<file path="src/rtl/serial_crc8_pkg.sv">
package serial_crc8_pkg;

    typedef enum logic [1:0] {
        ST_DATA = 2'd0,
        ST_REF  = 2'd1,
        ST_WAIT = 2'd2,
        ST_DONE = 2'd3
    } chk_state_e;

endpackage

</file>
<file path="src/rtl/crc8_serial_lfsr.sv">
module crc8_serial_lfsr #(
    parameter int unsigned          CRC_W     = 8,
    parameter logic [CRC_W-1:0]     POLY_REFL = 8'h8C
) (
    input  logic             clk,
    input  logic             rst_n,
    input  logic             clr,
    input  logic             step_en,
    input  logic             bit_in,
    output logic [CRC_W-1:0] crc_q
);

    logic             fb;
    logic [CRC_W-1:0] crc_d;

    always_comb begin
        fb    = crc_q[0] ^ bit_in;
        crc_d = (crc_q >> 1) ^ (fb ? POLY_REFL : '0);
    end

    always_ff @(posedge clk or negedge rst_n) begin
        if (!rst_n)       crc_q <= '0;
        else if (clr)     crc_q <= '0;
        else if (step_en) crc_q <= crc_d;
    end

endmodule

</file>
<file path="src/rtl/frame_bit_counter.sv">
module frame_bit_counter #(
    parameter int unsigned DATA_BITS  = 56,
    parameter int unsigned TOTAL_BITS = 64
) (
    input  logic clk,
    input  logic rst_n,
    input  logic clr,
    input  logic inc,
    output logic last_data,
    output logic last_total
);

    localparam int unsigned CNT_W = $clog2(TOTAL_BITS + 1);

    logic [CNT_W-1:0] cnt_q;

    always_ff @(posedge clk or negedge rst_n) begin
        if (!rst_n)   cnt_q <= '0;
        else if (clr) cnt_q <= '0;
        else if (inc) cnt_q <= cnt_q + 1'b1;
    end

    assign last_data  = (cnt_q == CNT_W'(DATA_BITS - 1));
    assign last_total = (cnt_q == CNT_W'(TOTAL_BITS - 1));

endmodule

</file>
<file path="src/rtl/ref_byte_capture.sv">
module ref_byte_capture #(
    parameter int unsigned CRC_W = 8
) (
    input  logic             clk,
    input  logic             rst_n,
    input  logic             clr,
    input  logic             shift_en,
    input  logic             bit_in,
    output logic [CRC_W-1:0] ref_q,
    output logic [CRC_W-1:0] ref_d
);

    // LSB-first arrival: new bit enters at the top and walks down.
    assign ref_d = {bit_in, ref_q[CRC_W-1:1]};

    always_ff @(posedge clk or negedge rst_n) begin
        if (!rst_n)        ref_q <= '0;
        else if (clr)      ref_q <= '0;
        else if (shift_en) ref_q <= ref_d;
    end

endmodule

</file>
<file path="src/rtl/serial_crc8_check.sv">
module serial_crc8_check
    import serial_crc8_pkg::*;
#(
    parameter int unsigned      DATA_BITS = 56,
    parameter int unsigned      CRC_W     = 8,
    parameter logic [CRC_W-1:0] POLY_REFL = 8'h8C,
    parameter bit               CHECK_EN  = 1'b1
) (
    input  logic             clk,
    input  logic             rst_n,
    input  logic             clr,
    input  logic             bit_en,
    input  logic             bit_in,
    input  logic             frame_done,
    output logic [CRC_W-1:0] crc_value,
    output logic             crc_ok
);

    localparam int unsigned TOTAL_BITS = DATA_BITS + CRC_W;

    chk_state_e state_q, state_d;

    logic             in_data, in_ref, accept;
    logic             last_data, last_total;
    logic [CRC_W-1:0] ref_q, ref_d;
    logic             verdict_now;
    logic [CRC_W-1:0] ref_sel;
    logic             match;

    assign in_data = (state_q == ST_DATA);
    assign in_ref  = (state_q == ST_REF);
    assign accept  = bit_en && !clr && (in_data || in_ref);

    crc8_serial_lfsr #(
        .CRC_W     (CRC_W),
        .POLY_REFL (POLY_REFL)
    ) u_lfsr (
        .clk     (clk),
        .rst_n   (rst_n),
        .clr     (clr),
        .step_en (accept && in_data),
        .bit_in  (bit_in),
        .crc_q   (crc_value)
    );

    frame_bit_counter #(
        .DATA_BITS  (DATA_BITS),
        .TOTAL_BITS (TOTAL_BITS)
    ) u_cnt (
        .clk        (clk),
        .rst_n      (rst_n),
        .clr        (clr),
        .inc        (accept),
        .last_data  (last_data),
        .last_total (last_total)
    );

    ref_byte_capture #(
        .CRC_W (CRC_W)
    ) u_ref (
        .clk      (clk),
        .rst_n    (rst_n),
        .clr      (clr),
        .shift_en (accept && in_ref),
        .bit_in   (bit_in),
        .ref_q    (ref_q),
        .ref_d    (ref_d)
    );

    // State register
    always_ff @(posedge clk or negedge rst_n) begin
        if (!rst_n) state_q <= ST_DATA;
        else        state_q <= state_d;
    end

    // Next state
    always_comb begin
        state_d = state_q;
        if (clr) begin
            state_d = ST_DATA;
        end else begin
            unique case (state_q)
                ST_DATA: if (bit_en && last_data) state_d = ST_REF;
                ST_REF:  if (bit_en && last_total)
                             state_d = frame_done ? ST_DONE : ST_WAIT;
                ST_WAIT: if (frame_done) state_d = ST_DONE;
                ST_DONE: state_d = ST_DONE;
                default: state_d = ST_DATA;
            endcase
        end
    end

    // Verdict request that completes the frame this cycle
    always_comb begin
        verdict_now = 1'b0;
        ref_sel     = ref_q;
        unique case (state_q)
            ST_REF: begin
                verdict_now = bit_en && last_total && frame_done;
                ref_sel     = ref_d;
            end
            ST_WAIT: verdict_now = frame_done;
            default: verdict_now = 1'b0;
        endcase
    end

    generate
        if (CHECK_EN) begin : g_compare
            assign match = (crc_value == ref_sel);
        end else begin : g_count_only
            assign match = 1'b1;
        end
    endgenerate

    // Output register
    always_ff @(posedge clk or negedge rst_n) begin
        if (!rst_n)           crc_ok <= 1'b0;
        else if (clr)         crc_ok <= 1'b0;
        else if (verdict_now) crc_ok <= match;
    end

endmodule

</file>
<file path="config.mk">
export PLATFORM = sky130hd
export DESIGN_NAME = serial_crc8_check
export DESIGN_NICKNAME = d
export VERILOG_FILES = /design/src/rtl/serial_crc8_pkg.sv /design/src/rtl/crc8_serial_lfsr.sv /design/src/rtl/frame_bit_counter.sv /design/src/rtl/ref_byte_capture.sv /design/src/rtl/serial_crc8_check.sv
export SDC_FILE = /design/constraint.sdc
export NUM_CORES = 1
export LEC_CHECK = 0
export BUFFER_PORTS_ARGS = -buffer_cell sky130_fd_sc_hd__clkbuf_2
export CAP_MARGIN = 20
export CORE_UTILIZATION = 57
export CTS_CLUSTER_SIZE = 20
export DETAILED_ROUTE_END_ITERATION = 16
export PLACE_DENSITY_LB_ADDON = 0.2
export SLEW_MARGIN = 20
export SYNTH_ARGS = -nofsm -noshare
export SYNTH_HDL_FRONTEND = slang
export SYNTH_SLANG_ARGS = --single-unit
</file>
<file path="constraint.sdc">
create_clock -name clk -period 2.2 [get_ports clk]
set_input_delay 0.11 -clock clk [delete_from_list [all_inputs] [get_ports clk]]
set_output_delay 0.11 -clock clk [all_outputs]
set_load 0.02 [all_outputs]
</file>
=== Word level (Yosys, flattened, before mapping) ===
Index checks and enable logic that the tools add are counted.

* Add/sub/neg operators: 1
* Equality and inequality tests: 9
* Mux-type cells: 17
* Bitwise operators: 2
* Reduce and logical (&&, ||, !) cells: 15

{| class="wikitable"
|+ Operator list
! cell !! count
|-
| two-way mux 8 bit || 6
|-
| == test 7 x 6 -> 1 bit, second input constant || 2
|-
| two-way mux 7 bit || 2
|-
| == test 8 bit || 1
|-
| two-way mux 2 bit || 4
|-
| one-hot mux 2 bit (4 select lines) || 1
|-
| nonzero test 2 bit || 4
|-
| XOR 7 x 8 -> 8 bit || 1
|-
| adder 7 x 1 -> 7 bit, second input constant || 1
|-
| logical AND 1 bit || 7
|-
| inequality test 3 x 2 -> 1 bit, second input constant || 2
|-
| == test 2 bit, second input constant || 2
|-
| two-way mux 1 bit || 3
|-
| inequality test 3 bit, second input constant || 1
|-
| AND reduction 3 bit || 1
|-
| == test 2 x 1 -> 1 bit, second input constant || 1
|-
| logical NOT 2 bit || 1
|-
| one-hot mux 1 bit (2 select lines) || 1
|-
| logical NOT 1 bit || 1
|-
| logical OR 1 bit || 1
|-
| XOR 1 bit || 1
|}

* Register bits after elaboration: 26
* Word-level logic and storage cells: 49

=== Logic depth before layout (Yosys ltp) ===
Gate-level depths: netlist of run 1.

* Word-level depth: 6
* Depth in mapped cells: 8

=== Modules after synthesis ===
A second synthesis of run 1 with hierarchy kept.

* Cells, all modules: 145
* Area, all modules: 1517.7 µm²

{| class="wikitable"
|+ By module, submodules not included
! module !! instances !! cells each !! area an instance (µm²)
|-
| serial_crc8_check || 1 || 47 || 426.7
|-
| ref_byte_capture || 1 || 34 || 385.4
|-
| crc8_serial_lfsr || 1 || 32 || 372.9
|-
| frame_bit_counter || 1 || 32 || 332.8
|}

=== Worst setup path before layout of run 1 ===
Ideal clock, no wire load.

* Kind: reg-to-reg
* Start point: register state_q[1]
* End point: register crc_ok
* Library setup time: 92 ps
* Data arrival time: 1543 ps
* Data required time: 2108 ps
* Path slack: 566 ps
* Cell stages (with the launch flop): 9
* Cell sequence: dfrtp_1 -> inv_1 -> ha_1 -> buf_6 -> buf_8 -> mux2i_1 -> xor2_1 -> nand4_1 -> o31ai_2

* Longest elaborated chain between the ends: 5

{| class="wikitable"
|+ Ends and longest elaborated chain
! item !! RTL line !! source
|-
| from (decl) || serial_crc8_check.sv:21 || <nowiki>chk_state_e state_q, state_d;</nowiki>
|-
| from (signal assigned) || serial_crc8_check.sv:73 || <nowiki>else state_q <= state_d;</nowiki>
|-
| == test 2 x 1 -> 1 bit || serial_crc8_check.sv:97 || <nowiki>unique case (state_q)</nowiki>
|-
| two-way mux 8 bit || serial_crc8_check.sv:97 ||
|-
| == test 8 bit || serial_crc8_check.sv:109 || <nowiki>assign match = (crc_value == ref_sel);</nowiki>
|-
| two-way mux 1 bit || serial_crc8_check.sv:119 || <nowiki>else if (verdict_now) crc_ok <= match;</nowiki>
|-
| two-way mux 1 bit || serial_crc8_check.sv:118 || <nowiki>else if (clr) crc_ok <= 1'b0;</nowiki>
|-
| to (signal assigned) || serial_crc8_check.sv:119 ||
|-
| to (decl) || serial_crc8_check.sv:16 || <nowiki>output logic crc_ok</nowiki>
|}

Parallel ways exist; a longest one is shown, timed or not. The select of a mux whose other input is x is not followed.
A chain may end at the register's enable or synchronous reset.

=== Worst setup path after layout of run 1 ===
Ends and elaborated chain as after synthesis.

==> key figures, run 1 <==
Yosys
  – Post-synth top area cell: dfrtp_1
  – Syn Area/Cell: slightly above 9 µm²
  – Synth Cell Area: roughly 1500 µm²
  – Yosys reg bits: 26
  – Syn Inst Count: around 160
  – Yosys top cell area share: ~44%
  – Top cells by count, synth: 27 x nand2_1, 26 x dfrtp_1, 18 x nand3_1
  – Yosys warnings: 0
  – Synth top area cells: dfrtp_1 44%, xor2_1 8.3%, nand2_1 6.9%
  – Synth async-reset ratio: 100%
  – Number of synthesized flops with an enable pin: 0
  – Synth Net Count: between 150 and 200
  – Register area share after synthesis: between 40% and 50%
  – Most numerous cell in the Yosys netlist: nand2_1
  – Synth Flop Type: dfrtp_1
  – Distinct cells, synth: 32

Critical path
  – RR Startpoint: state_q[1]$_DFFE_PN0P_
  – Slowest cell on crit path: dfrtp_1
  – CP endpoint kind: flop
  – Crit path kind: reg2reg
  – CP startpoint kind: flop
  – CP Max Fanout: 25
  – CP peak stage delay: approximately 450 ps
  – CP Cell Sequence: inv_1 -> ha_1 -> buf_4 -> mux2i_1 -> xor2_1 -> nand4_1 -> o31ai_2
  – Worst Path Arrival: 2120 ps
  – Reg-to-reg setup timing slack: between 300 and 400 ps
  – Worst r2r path cells: 7
  – RR Endpoint: crc_ok$_DFFE_PN0P_
  – Worst Path Required: ~2400 ps

Final layout
  – Layout Cells excl Fill: about 200
  – Share of post-route cells with drive strength above 1: 12.3%
  – Area grow syn2layout: 7.45%
  – Nets: roughly 180
  – Final antenna diode count: 0

STA
  – Max_slew headroom: 56.9%
  – Final Hold Fails: 0
  – Period minus WS final: ~1900 ps
  – Final setup fails: 0
  – Pins over their slew limit: 0
  – Worst Tran Pin Value: between 600 and 700 ps
  – Final Skew: between 5 and 6 ps
  – Setup_tns: 0 ps
  – Unrepaired setup endpoints after global routing: no
  – F_max: around 530 MHz
  – Final Cycle Share: between 80% and 90%

Clock tree
  – Clk_lat worst skew: 320 ps
  – H-tree depth: 1
  – Post-CTS Repair Setup Buffers: 0
  – Num CTS Buffers: 3
  – Clock-pin transition on the worst setup and hold timing paths: approximately 140 ps
  – Post-cts resize count: 0
  – # clock sinks: 26
  – TritonCTS clock tree: built
  – Cts hold-fix bufs: 1
  – CTS max path bufs: 2
  – CTS root buffer: clkbuf_4

Placed design
  – Port-buffer cells: 14
  – DP HPWL: roughly 2.1 mm
  – Final weighted congestion in routability-driven placement: roughly 0.85
  – Placed insts: 196

Global routing
  – Vias in the first global route: 1018
  – Largest net degree at the start of global routing: 27
  – Initial antenna violation count: 0
  – Congestion Overflow GR: 0
  – First-pass GRT wire length: between 4 and 5 mm
  – Overall Global Routing Usage: a little under a quarter

Worst hold path
  – WHS Endpoint: u_ref.ref_q[7]$_DFFE_PN0P_
  – Hold Path Stages: 3
  – Hold Crit Class: in2reg
  – Min-delay src: bit_in

Die
  – Full die area: about 2800 µm²
  – Initial Util: approximately three fifths
  – Site Rows: 18
  – Top-level port count: 15
  – Die X: 52.9 µm
  – Die height: about 53 µm
  – Core area: 2450 µm²

Power
  – Max IR drop VDD: 0.618 mV
  – Power Dens Cells: 840 nW/µm²
  – Leak: 0.727 nW

Drt
  – Vias per cell: roughly 5.7
  – Number of DRC markers in iteration 0: 37
  – Pre-antenna DRT Iters: 4
  – Antenna Nets Post-Route: 0
  – Total number of vias: 1153
  – Post-route DRC: 0
  – WL/cell: between 10 and 15 µm
  – DRT Wirelength: 2.88 mm

Status
  – Outcome: finished clean

Flow run
  – Max_cap viols: 0
[worst max-delay path, delay by kind of cell, from the launching register on]
kind                       cells  cell delay [ps]
muxes                          1              290
and+or+nand+nor                1              130
buffers and inverters          2              380
AOI/OAI and AO/OA              1              240
adders and majority gates      1              140
DFF                            1              450
xor gates and xnor gates       1              180
[cell type report]
cell class	count	area (µm²)
Timing Repair Buffer	16	87.6
Multi-Input combinational cell	118	749
Tap cell	30	37.5
Fill cell	205	867
Clock buffer	4	36.3
Sequential cell	26	651
Inverter	7	26.3
[logic make-up after synthesis]
family / synth area share (%)
buf+inv: 5.25
flops: 44.0
compound gates: 9.57
fa+ha+maj: 4.23
xor+xnor: 10.1
mux: 6.86
simple gates: 20.0
[placed cells by master (no fill, tap or decap), types with 2 or more instances in the layout]
master and instances:
inv_1 6, a21oi_1 10, dfrtp_1 26, nand2_1 27
clkbuf_4 3, nor3_1 3, clkbuf_2 14, xor2_1 14
mux2i_1 9, xnor2_1 3, nand4_1 5, ha_1 5
nand3_1 18, nor2_1 8, o31ai_1 2
[metrics by stage]
step	cell area (µm²)	setup slack [ps]	hold slack (ps)	power (mW)	utilization (%)
floorplan	1480	566	-186	1.01	-
global placement	1540	463	149	1.07	62.8
detailed placement	1540	355	160	1.10	62.8
CTS	1590	320	61.2	1.34	64.7
global route	1590	176	63.3	1.43	64.7
finish	1590	320	73.5	1.33	64.7
[state kept, by name (all words and copies together), names as in the netlist]
signal	flops
state_q	2
u_cnt.cnt_q	7
u_ref.ref_q	8
crc_ok	1
u_lfsr.crc_q	8
[report_power, final]
part           leakage [nW]  switching (mW)  total [mW]  internal (mW)
combinational         0.347           0.312       0.503          0.191
clock                0.0210           0.139       0.240          0.101
sequential            0.359          0.0624       0.590          0.528
[worst max-delay path by stage]
stage,from,to,slack (ps),cells past startpoint
final,state_q[1]$_DFFE_PN0P_,crc_ok$_DFFE_PN0P_,320,7
after global routing,state_q[1]$_DFFE_PN0P_,crc_ok$_DFFE_PN0P_,180,7
after CTS,state_q[1]$_DFFE_PN0P_,crc_ok$_DFFE_PN0P_,320,7
after detailed placement,state_q[1]$_DFFE_PN0P_,crc_ok$_DFFE_PN0P_,350,7
after global placement,state_q[1]$_DFFE_PN0P_,state_q[0]$_DFFE_PN0P_,460,7
after floorplan,state_q[1]$_DFFE_PN0P_,crc_ok$_DFFE_PN0P_,570,8
[metal layers]
metal,share of wire (%),global-route usage [%],routed length (µm)
met3,3.4,3.45,97
met5,0,0,0
met4,1.8,11.0,52
met2,49,36.7,1420
met1,45,29.6,1310
Note: power is estimated with default switching activity, not from simulation.
==> run 2, diff against run 1 <==
Settings changed: CORE_UTILIZATION 57 to 40.
==> key figures, run 2 (synthesis gave the netlist of run 1 again) <==
Final layout
  – Area of the multi-input gates: 749 µm² (unchanged)
  – Most frequent cells in the layout: 27 x nand2_1, 26 x dfrtp_1, 18 x nand3_1, 14 x xor2_1, 14 x clkbuf_2
  – Nets: 183 (unchanged)
  – Fillers: 336 (+64%)
  – Area grow syn2layout: 11.2%
  – Top flop regs: u_lfsr.crc_q: 8 flops, u_ref.ref_q: 8 flops, u_cnt.cnt_q: 7 flops
  – Most common cell after layout, fill and taps aside: nand2_1
  – Final antenna diode count: 0 (unchanged)
  – Share of post-route cells with drive strength above 1: 12.3% (unchanged)
  – Register area: 651 µm² (unchanged)

Critical path
  – Worst r2r path cells: 7 (unchanged)
  – CP Max Fanout: 25 (unchanged)
  – RR Startpoint: state_q[1]$_DFFE_PN0P_
  – RR Endpoint: state_q[0]$_DFFE_PN0P_
  – CP Cell Sequence: inv_1 -> ha_1 -> buf_4 -> mux2_2 -> o32ai_1 -> a21oi_1 -> a211oi_1
  – Largest delay contributor family on the critical path: compound AO/OA/AOI/OAI gates
  – CP bufs+invs: 2 (unchanged)
  – Crit path kind: reg2reg
  – Slowest cell on crit path: dfrtp_1
  – Worst Path Required: 2380 ps (-60 ps)
  – CP peak stage delay: 400 ps (-50 ps)
  – Worst Path Arrival: 2040 ps (-80 ps)
  – CP startpoint kind: flop
  – CP endpoint kind: flop
  – Reg-to-reg setup timing slack: 340 ps (+20 ps)

Placed design
  – Port-buffer cells: 14 (unchanged)
  – Final weighted congestion in routability-driven placement: 0.846 (+0.11%)
  – DP HPWL: 2.12 mm (+0.33%)
  – Post-place setup slack: 389 ps (+34.8 ps)

Power
  – Clock network power share: 26.9% (+8.9 points)
  – Max IR drop VDD: 0.360 mV (-42%)
  – Leak: 0.742 nW (+2.0%)
  – Net Sw Frac: 35.3% (-3.2 points)
  – Gate power share: 33.5% (-4.2 points)
  – Sequential share of power: 39.5% (-4.8 points)
  – Psw: 0.526 mW (+2.5%)
  – Power Dens Cells: 907 nW/µm² (+8.0%)
  – Int Power: 0.963 mW (+17%)

Drt
  – WL/cell: 13.8 µm (-3.5%)
  – Total number of vias: 1150 (-0.26%)
  – Antenna Nets Post-Route: 0 (unchanged)
  – Pre-antenna DRT Iters: 4 (unchanged)
  – Vias per cell: 5.30 (-7.6%)
  – Number of DRC markers in iteration 0: 66 (+78%)
  – Post-route DRC: 0 (unchanged)
  – DRT Wirelength: 3.00 mm (+4.2%)

Clock tree
  – Post-CTS Repair Setup Buffers: 0 (unchanged)
  – Num CTS Buffers: 3 (unchanged)
  – H-tree depth: 1 (unchanged)
  – # clock sinks: 26 (unchanged)
  – TritonCTS clock tree: built
  – Cts hold-fix bufs: 1 (unchanged)
  – Clk_lat worst skew: 270 ps (-50 ps)
  – CTS root buffer: clkbuf_8
  – CTS max path bufs: 2 (unchanged)
  – Post-cts resize count: 0 (unchanged)
  – Clock-pin transition on the worst setup and hold timing paths: 90 ps (-50 ps)

Worst hold path
  – WHS Endpoint: u_ref.ref_q[7]$_DFFE_PN0P_
  – Min-delay src: bit_in
  – Hold Path Stages: 3 (unchanged)
  – Hold Crit Class: in2reg

Die
  – Initial Util: 42.9% (-17 points)
  – Site Rows: 21 (+3)
  – Top-level port count: 15 (unchanged)
  – Full die area: 3940 µm² (+41%)
  – Die height: 62.8 µm (+19%)
  – Core area: 3440 µm² (+40%)
  – Die X: 62.8 µm (+19%)

Global routing
  – Vias in the first global route: 1115 (+9.5%)
  – First-pass GRT wire length: 5.34 mm (+16%)
  – Overall Global Routing Usage: 16.9% (-5.9 points)
  – Congestion Overflow GR: 0 (unchanged)
  – Initial antenna violation count: 0 (unchanged)
  – Largest net degree at the start of global routing: 27 (unchanged)

STA
  – Setup_tns: 0 ps (unchanged)
  – Max_slew headroom: 54.9% (-2.0 points)
  – Unrepaired setup endpoints after global routing: no
  – Worst Tran Pin Value: 676 ps (+29.5 ps)
  – Final Cycle Share: 84.4% (-1.1 points)
  – Final WS setup: 343 ps (+23.4 ps)
  – Pins over their slew limit: 0 (unchanged)
  – Final Skew: 4.00 ps (-1.90 ps)
  – Final setup fails: 0 (unchanged)
  – Final Hold Fails: 0 (unchanged)
  – Period minus WS final: 1860 ps (-23.4 ps)
  – F_max: 539 MHz (+1.3%)
  – Worst hold slack: 120 ps (+46.1 ps)

Flow run
  – Max_cap viols: 0 (unchanged)

Status
  – Outcome: finished clean
## run 2: through the flow
stage / power (mW) / instance area [µm²] / utilization [%] / cells
floorplan: 1.01 / 1480 / - / 159
global placement: 1.08 / 1560 / 45.4 / 212
detailed placement: 1.10 / 1560 / 45.4 / 212
CTS: 1.50 / 1640 / 47.7 / 217
global route: 1.60 / 1640 / 47.7 / 217
finish: 1.49 / 1640 / 47.7 / 217
## run 2: worst min-delay path: cells and delay by family
kind | cells | cell delay (ps)
buffers and inverters | 1 | 120
and+or+nand+nor | 1 | 70
AOI/OAI and AO/OA | 1 | 60
## run 2: final cells by class
cell class / count / area share [%]
inverter: 7 / 1.60
tap: 46 / 3.50
sequential: 26 / 39.6
clock inverter: 1 / 1.83
clock buffer: 3 / 2.51
timing repair buffer: 16 / 5.33
multi-input combinational: 118 / 45.6
## run 2: power by group through the flow
stage / Combinational (mW) / Sequential [mW] / Clock, mW
final: 0.500 / 0.589 / 0.401
after global routing: 0.569 / 0.597 / 0.434
after CTS: 0.502 / 0.587 / 0.410
after detailed placement: 0.498 / 0.597 / 0
after global placement: 0.482 / 0.594 / 0
after floorplan: 0.403 / 0.607 / 0
## run 2: worst max path at each step
| stage | startpoint | to | slack (ps) | cells after the start |
|---|---|---|---|---|
| finish | state_q[1]$_DFFE_PN0P_ | state_q[0]$_DFFE_PN0P_ | 340 | 7 |
| detailed placement | state_q[1]$_DFFE_PN0P_ | state_q[0]$_DFFE_PN0P_ | 390 | 7 |
| global route | state_q[1]$_DFFE_PN0P_ | state_q[0]$_DFFE_PN0P_ | 170 | 7 |
| global placement | state_q[1]$_DFFE_PN0P_ | crc_ok$_DFFE_PN0P_ | 450 | 7 |
| CTS | state_q[1]$_DFFE_PN0P_ | state_q[0]$_DFFE_PN0P_ | 350 | 7 |
| floorplan | state_q[1]$_DFFE_PN0P_ | crc_ok$_DFFE_PN0P_ | 570 | 8 |
## run 2: layer usage
layer / global-route usage, % / up-vias / part of all wire, %
li1: - / 568 / -
met1: 23.5 / 566 / 52
met2: 27.6 / 12 / 45
met3: 2.74 / 4 / 1.8
met4: 3.49 / 0 / 0.97
met5: 0 / - / 0
==> run 3, diff against run 2 <==
Settings changed: ABC_AREA set to 1.
Clock period 2.2 ns to 1.8 ns, I/O delays scaled along.
==> key figures, run 3 <==
Final layout
  – Layout Utilization: 49.0% (+1.3 points)
  – Most common cell after layout, fill and taps aside: nand2_1
  – Share of post-route cells with drive strength above 1: 14.4% (+2.1 points)
  – Area grow syn2layout: 13.5%
  – Final antenna diode count: 0 (unchanged)
  – Top flop regs: u_lfsr.crc_q: 8 flops, u_ref.ref_q: 8 flops, u_cnt.cnt_q: 7 flops
  – Nets: 228 (+25%)
  – Most frequent cells in the layout: 64 x nand2_1, 26 x dfrtp_1, 23 x inv_1, 18 x nand3_1
  – Register area: 651 µm² (unchanged)
  – Area of the multi-input gates: 714 µm² (-4.7%)
  – Fillers: 354 (+5.4%)

Critical path
  – Crit path kind: reg2reg
  – Largest delay contributor family on the critical path: flip-flops
  – CP bufs+invs: 3 (+1)
  – CP peak stage delay: 430 ps (+30 ps)
  – CP startpoint kind: flop
  – Most frequent CP cell: inv_1
  – Worst Path Arrival: 1740 ps (-300 ps)
  – CP Cell Sequence: inv_1 -> ha_1 -> inv_1 -> nor2_4 -> nor2_1 -> inv_1 -> o22ai_1
  – CP Max Fanout: 8 (-68%)
  – CP endpoint kind: flop
  – Worst Path Required: 1940 ps (-440 ps)
  – Slowest cell on crit path: dfrtp_1

Yosys
  – Synth Net Count: 208 (+22%)
  – Synth Cell Area: 1490 µm² (+0.59%)
  – Post-synth top area cell: dfrtp_1
  – Distinct cells, synth: 25 (-22%)
  – Yosys reg bits: 26 (unchanged)
  – Number of synthesized flops with an enable pin: 0 (unchanged)
  – Most numerous cell in the Yosys netlist: nand2_1
  – Synth Flop Type: dfrtp_1
  – Syn Inst Count: 197 (+24%)
  – Top cells by count, synth: 64 x nand2_1, 26 x dfrtp_1, 23 x inv_1
  – Synth top area cells: dfrtp_1 44%, nand2_1 16%, nand3_1 6.1%
  – Synth async-reset ratio: 100% (unchanged)
  – Syn Area/Cell: 7.55 µm² (-19%)
  – Yosys warnings: 0 (unchanged)
  – Yosys top cell area share: 43.8% (-0.26 points)
  – Register area share after synthesis: 43.8% (-0.26 points)

Drt
  – Antenna Nets Post-Route: 0 (unchanged)
  – DRT Wirelength: 3.18 mm (+5.9%)
  – Total number of vias: 1261 (+9.7%)
  – Vias per cell: 4.81 (-9.2%)
  – Pre-antenna DRT Iters: 4 (unchanged)
  – Post-route DRC: 0 (unchanged)
  – Number of DRC markers in iteration 0: 39 (-41%)
  – WL/cell: 12.1 µm (-12%)

STA
  – Final Hold Fails: 0 (unchanged)
  – F_max: 626 MHz (+16%)
  – Pins over their slew limit: 0 (unchanged)
  – Final Cycle Share: 88.8% (+4.4 points)
  – Max_slew headroom: 55.9% (+0.99 points)
  – Unrepaired setup endpoints after global routing: no
  – Final setup fails: 0 (unchanged)
  – Worst Tran Pin Value: 661 ps (-14.8 ps)
  – Setup_tns: 0 ps (unchanged)
  – Period minus WS final: 1600 ps (-258 ps)
  – Worst hold slack: 88.0 ps (-31.6 ps)
  – Final Skew: 4.44 ps (+0.437 ps)

Clock tree
  – CTS max path bufs: 2 (unchanged)
  – Post-CTS Repair Setup Buffers: 0 (unchanged)
  – Clk_lat worst skew: 270 ps (about the same)
  – TritonCTS clock tree: built
  – Clock-pin transition on the worst setup and hold timing paths: 90 ps (about the same)
  – Num CTS Buffers: 3 (unchanged)
  – CTS root buffer: clkbuf_8
  – H-tree depth: 1 (unchanged)
  – # clock sinks: 26 (unchanged)

Die
  – Initial Util: 43.2% (+0.25 points)
  – Core area: 3440 µm² (unchanged)
  – Die X: 63.0 µm (+0.29%)
  – Full die area: 3960 µm² (+0.57%)
  – Top-level port count: 15 (unchanged)
  – Die height: 63.0 µm (+0.29%)
  – Site Rows: 21 (unchanged)

Global routing
  – First-pass GRT wire length: 5.74 mm (+7.5%)
  – Largest net degree at the start of global routing: 27 (unchanged)
  – Vias in the first global route: 1215 (+9.0%)
  – Initial antenna violation count: 0 (unchanged)
  – Overall Global Routing Usage: 18.3% (+1.5 points)
  – Congestion Overflow GR: 0 (unchanged)

Power
  – Power Dens Cells: 1030 nW/µm² (+14%)
  – Max IR drop VDD: 0.560 mV (+56%)
  – Leak: 0.839 nW (+13%)

Placed design
  – Port-buffer cells: 14 (unchanged)
  – Final weighted congestion in routability-driven placement: 0.863 (+1.9%)
  – DP HPWL: 2.34 mm (+10%)

Worst hold path
  – Hold Crit Class: in2reg

Status
  – Outcome: finished clean

Flow run
  – Max_cap viols: 0 (unchanged)
-- run 3: cell types whose count changed after synthesis, moves of 3 or more --
| cell | change |
|---|---|
| nor2_1 | +5 |
| mux2i_1 | -9 |
| inv_1 | +17 |
| clkbuf_1 | -4 |
| o22ai_1 | +8 |
| nand2_1 | +37 |
| inv_2 | +3 |
| nand4_1 | -4 |
| xor2_1 | -13 |
| o21ai_0 | +13 |
| a21oi_1 | -6 |
-- run 3: cell families (layout without fill, tap and decap cells) --
logic type                 after synthesis  count (layout)  share of synthesized area (%)
and+or+nand+nor                        104             104                           30.3
AOI/OAI and AO/OA                       30              30                           12.2
buffers and inverters                   30              49                           8.33
DFF                                     26              26                           43.8
adders and majority gates                5               5                           4.21
xor gates and xnor gates                 2               2                           1.18
-- run 3: metal layers --
layer / global-route usage (%) / share of wire [%] / routed length [µm] / vias to the layer above
met5: 0 / 0 / 0 / -
met4: 3.78 / 0.63 / 20 / 0
met3: 4.01 / 3.0 / 95 / 4
met2: 27.3 / 43 / 1360 / 19
met1: 27.0 / 54 / 1710 / 568
li1: - / - / - / 670
-- run 3: layout make-up --
type	instances	area share (%)
flip-flops and latches	26	38.6
clock buffers	4	3.26
inverters	27	6.31
well taps	46	3.41
multi-input cells	141	42.4
repair buffers	18	6.08
-- run 3: final timing paths --
kind,from,end,slack (ps),cells past startpoint
min in group asynchronous,rst_n,u_ref.ref_q[6]$_DFFE_PN0P_,370,2
worst min-delay path,clr,u_cnt.cnt_q[5]$_DFFE_PN0P_,90,2
worst max-delay path,state_q[0]$_DFFE_PN0P_,u_lfsr.crc_q[4]$_DFFE_PN0P_,200,7
worst max register to register,state_q[0]$_DFFE_PN0P_,u_lfsr.crc_q[4]$_DFFE_PN0P_,200,7
worst min register to register,u_cnt.cnt_q[3]$_DFFE_PN0P_,u_cnt.cnt_q[3]$_DFFE_PN0P_,470,1
max in group asynchronous,rst_n,u_lfsr.crc_q[0]$_DFFE_PN0P_,1000,2
-- run 3: repair_timing --
action	4_1_cts	5_1_grt
hold endpoints to repair	26	0
hold buffers	1	0
resized for setup	0	1
endpoints found under the setup margin	0	5
-- run 3: worst reg2reg max path: cells and delay by family, from the launching register on --
kind                       cells  cell delay [ps]
buffers and inverters          3              440
DFF                            1              430
and+or+nand+nor                2              260
adders and majority gates      1              200
AOI/OAI and AO/OA              1              130
-- run 3: power by group --
group          switching [mW]  internal, mW  total [mW]
sequential             0.0660         0.658       0.724
combinational           0.413         0.218       0.630
clock                   0.188         0.196       0.383
total                   0.666          1.07        1.74
-- run 3: through the flow --
| step | instances | worst slack (ps) | area [µm²] | power (mW) |
|---|---|---|---|---|
| 6_report | 262 | 201 | 1690 | 1.74 |
| 5_1_grt | 262 | 17.8 | 1690 | 1.88 |
| 4_1_cts | 262 | 105 | 1680 | 1.75 |
| 3_5_place_dp | 257 | 131 | 1620 | 1.36 |
| 3_3_place_gp | 257 | 147 | 1620 | 1.36 |
| 2_1_floorplan | 197 | 364 | 1490 | 1.19 |
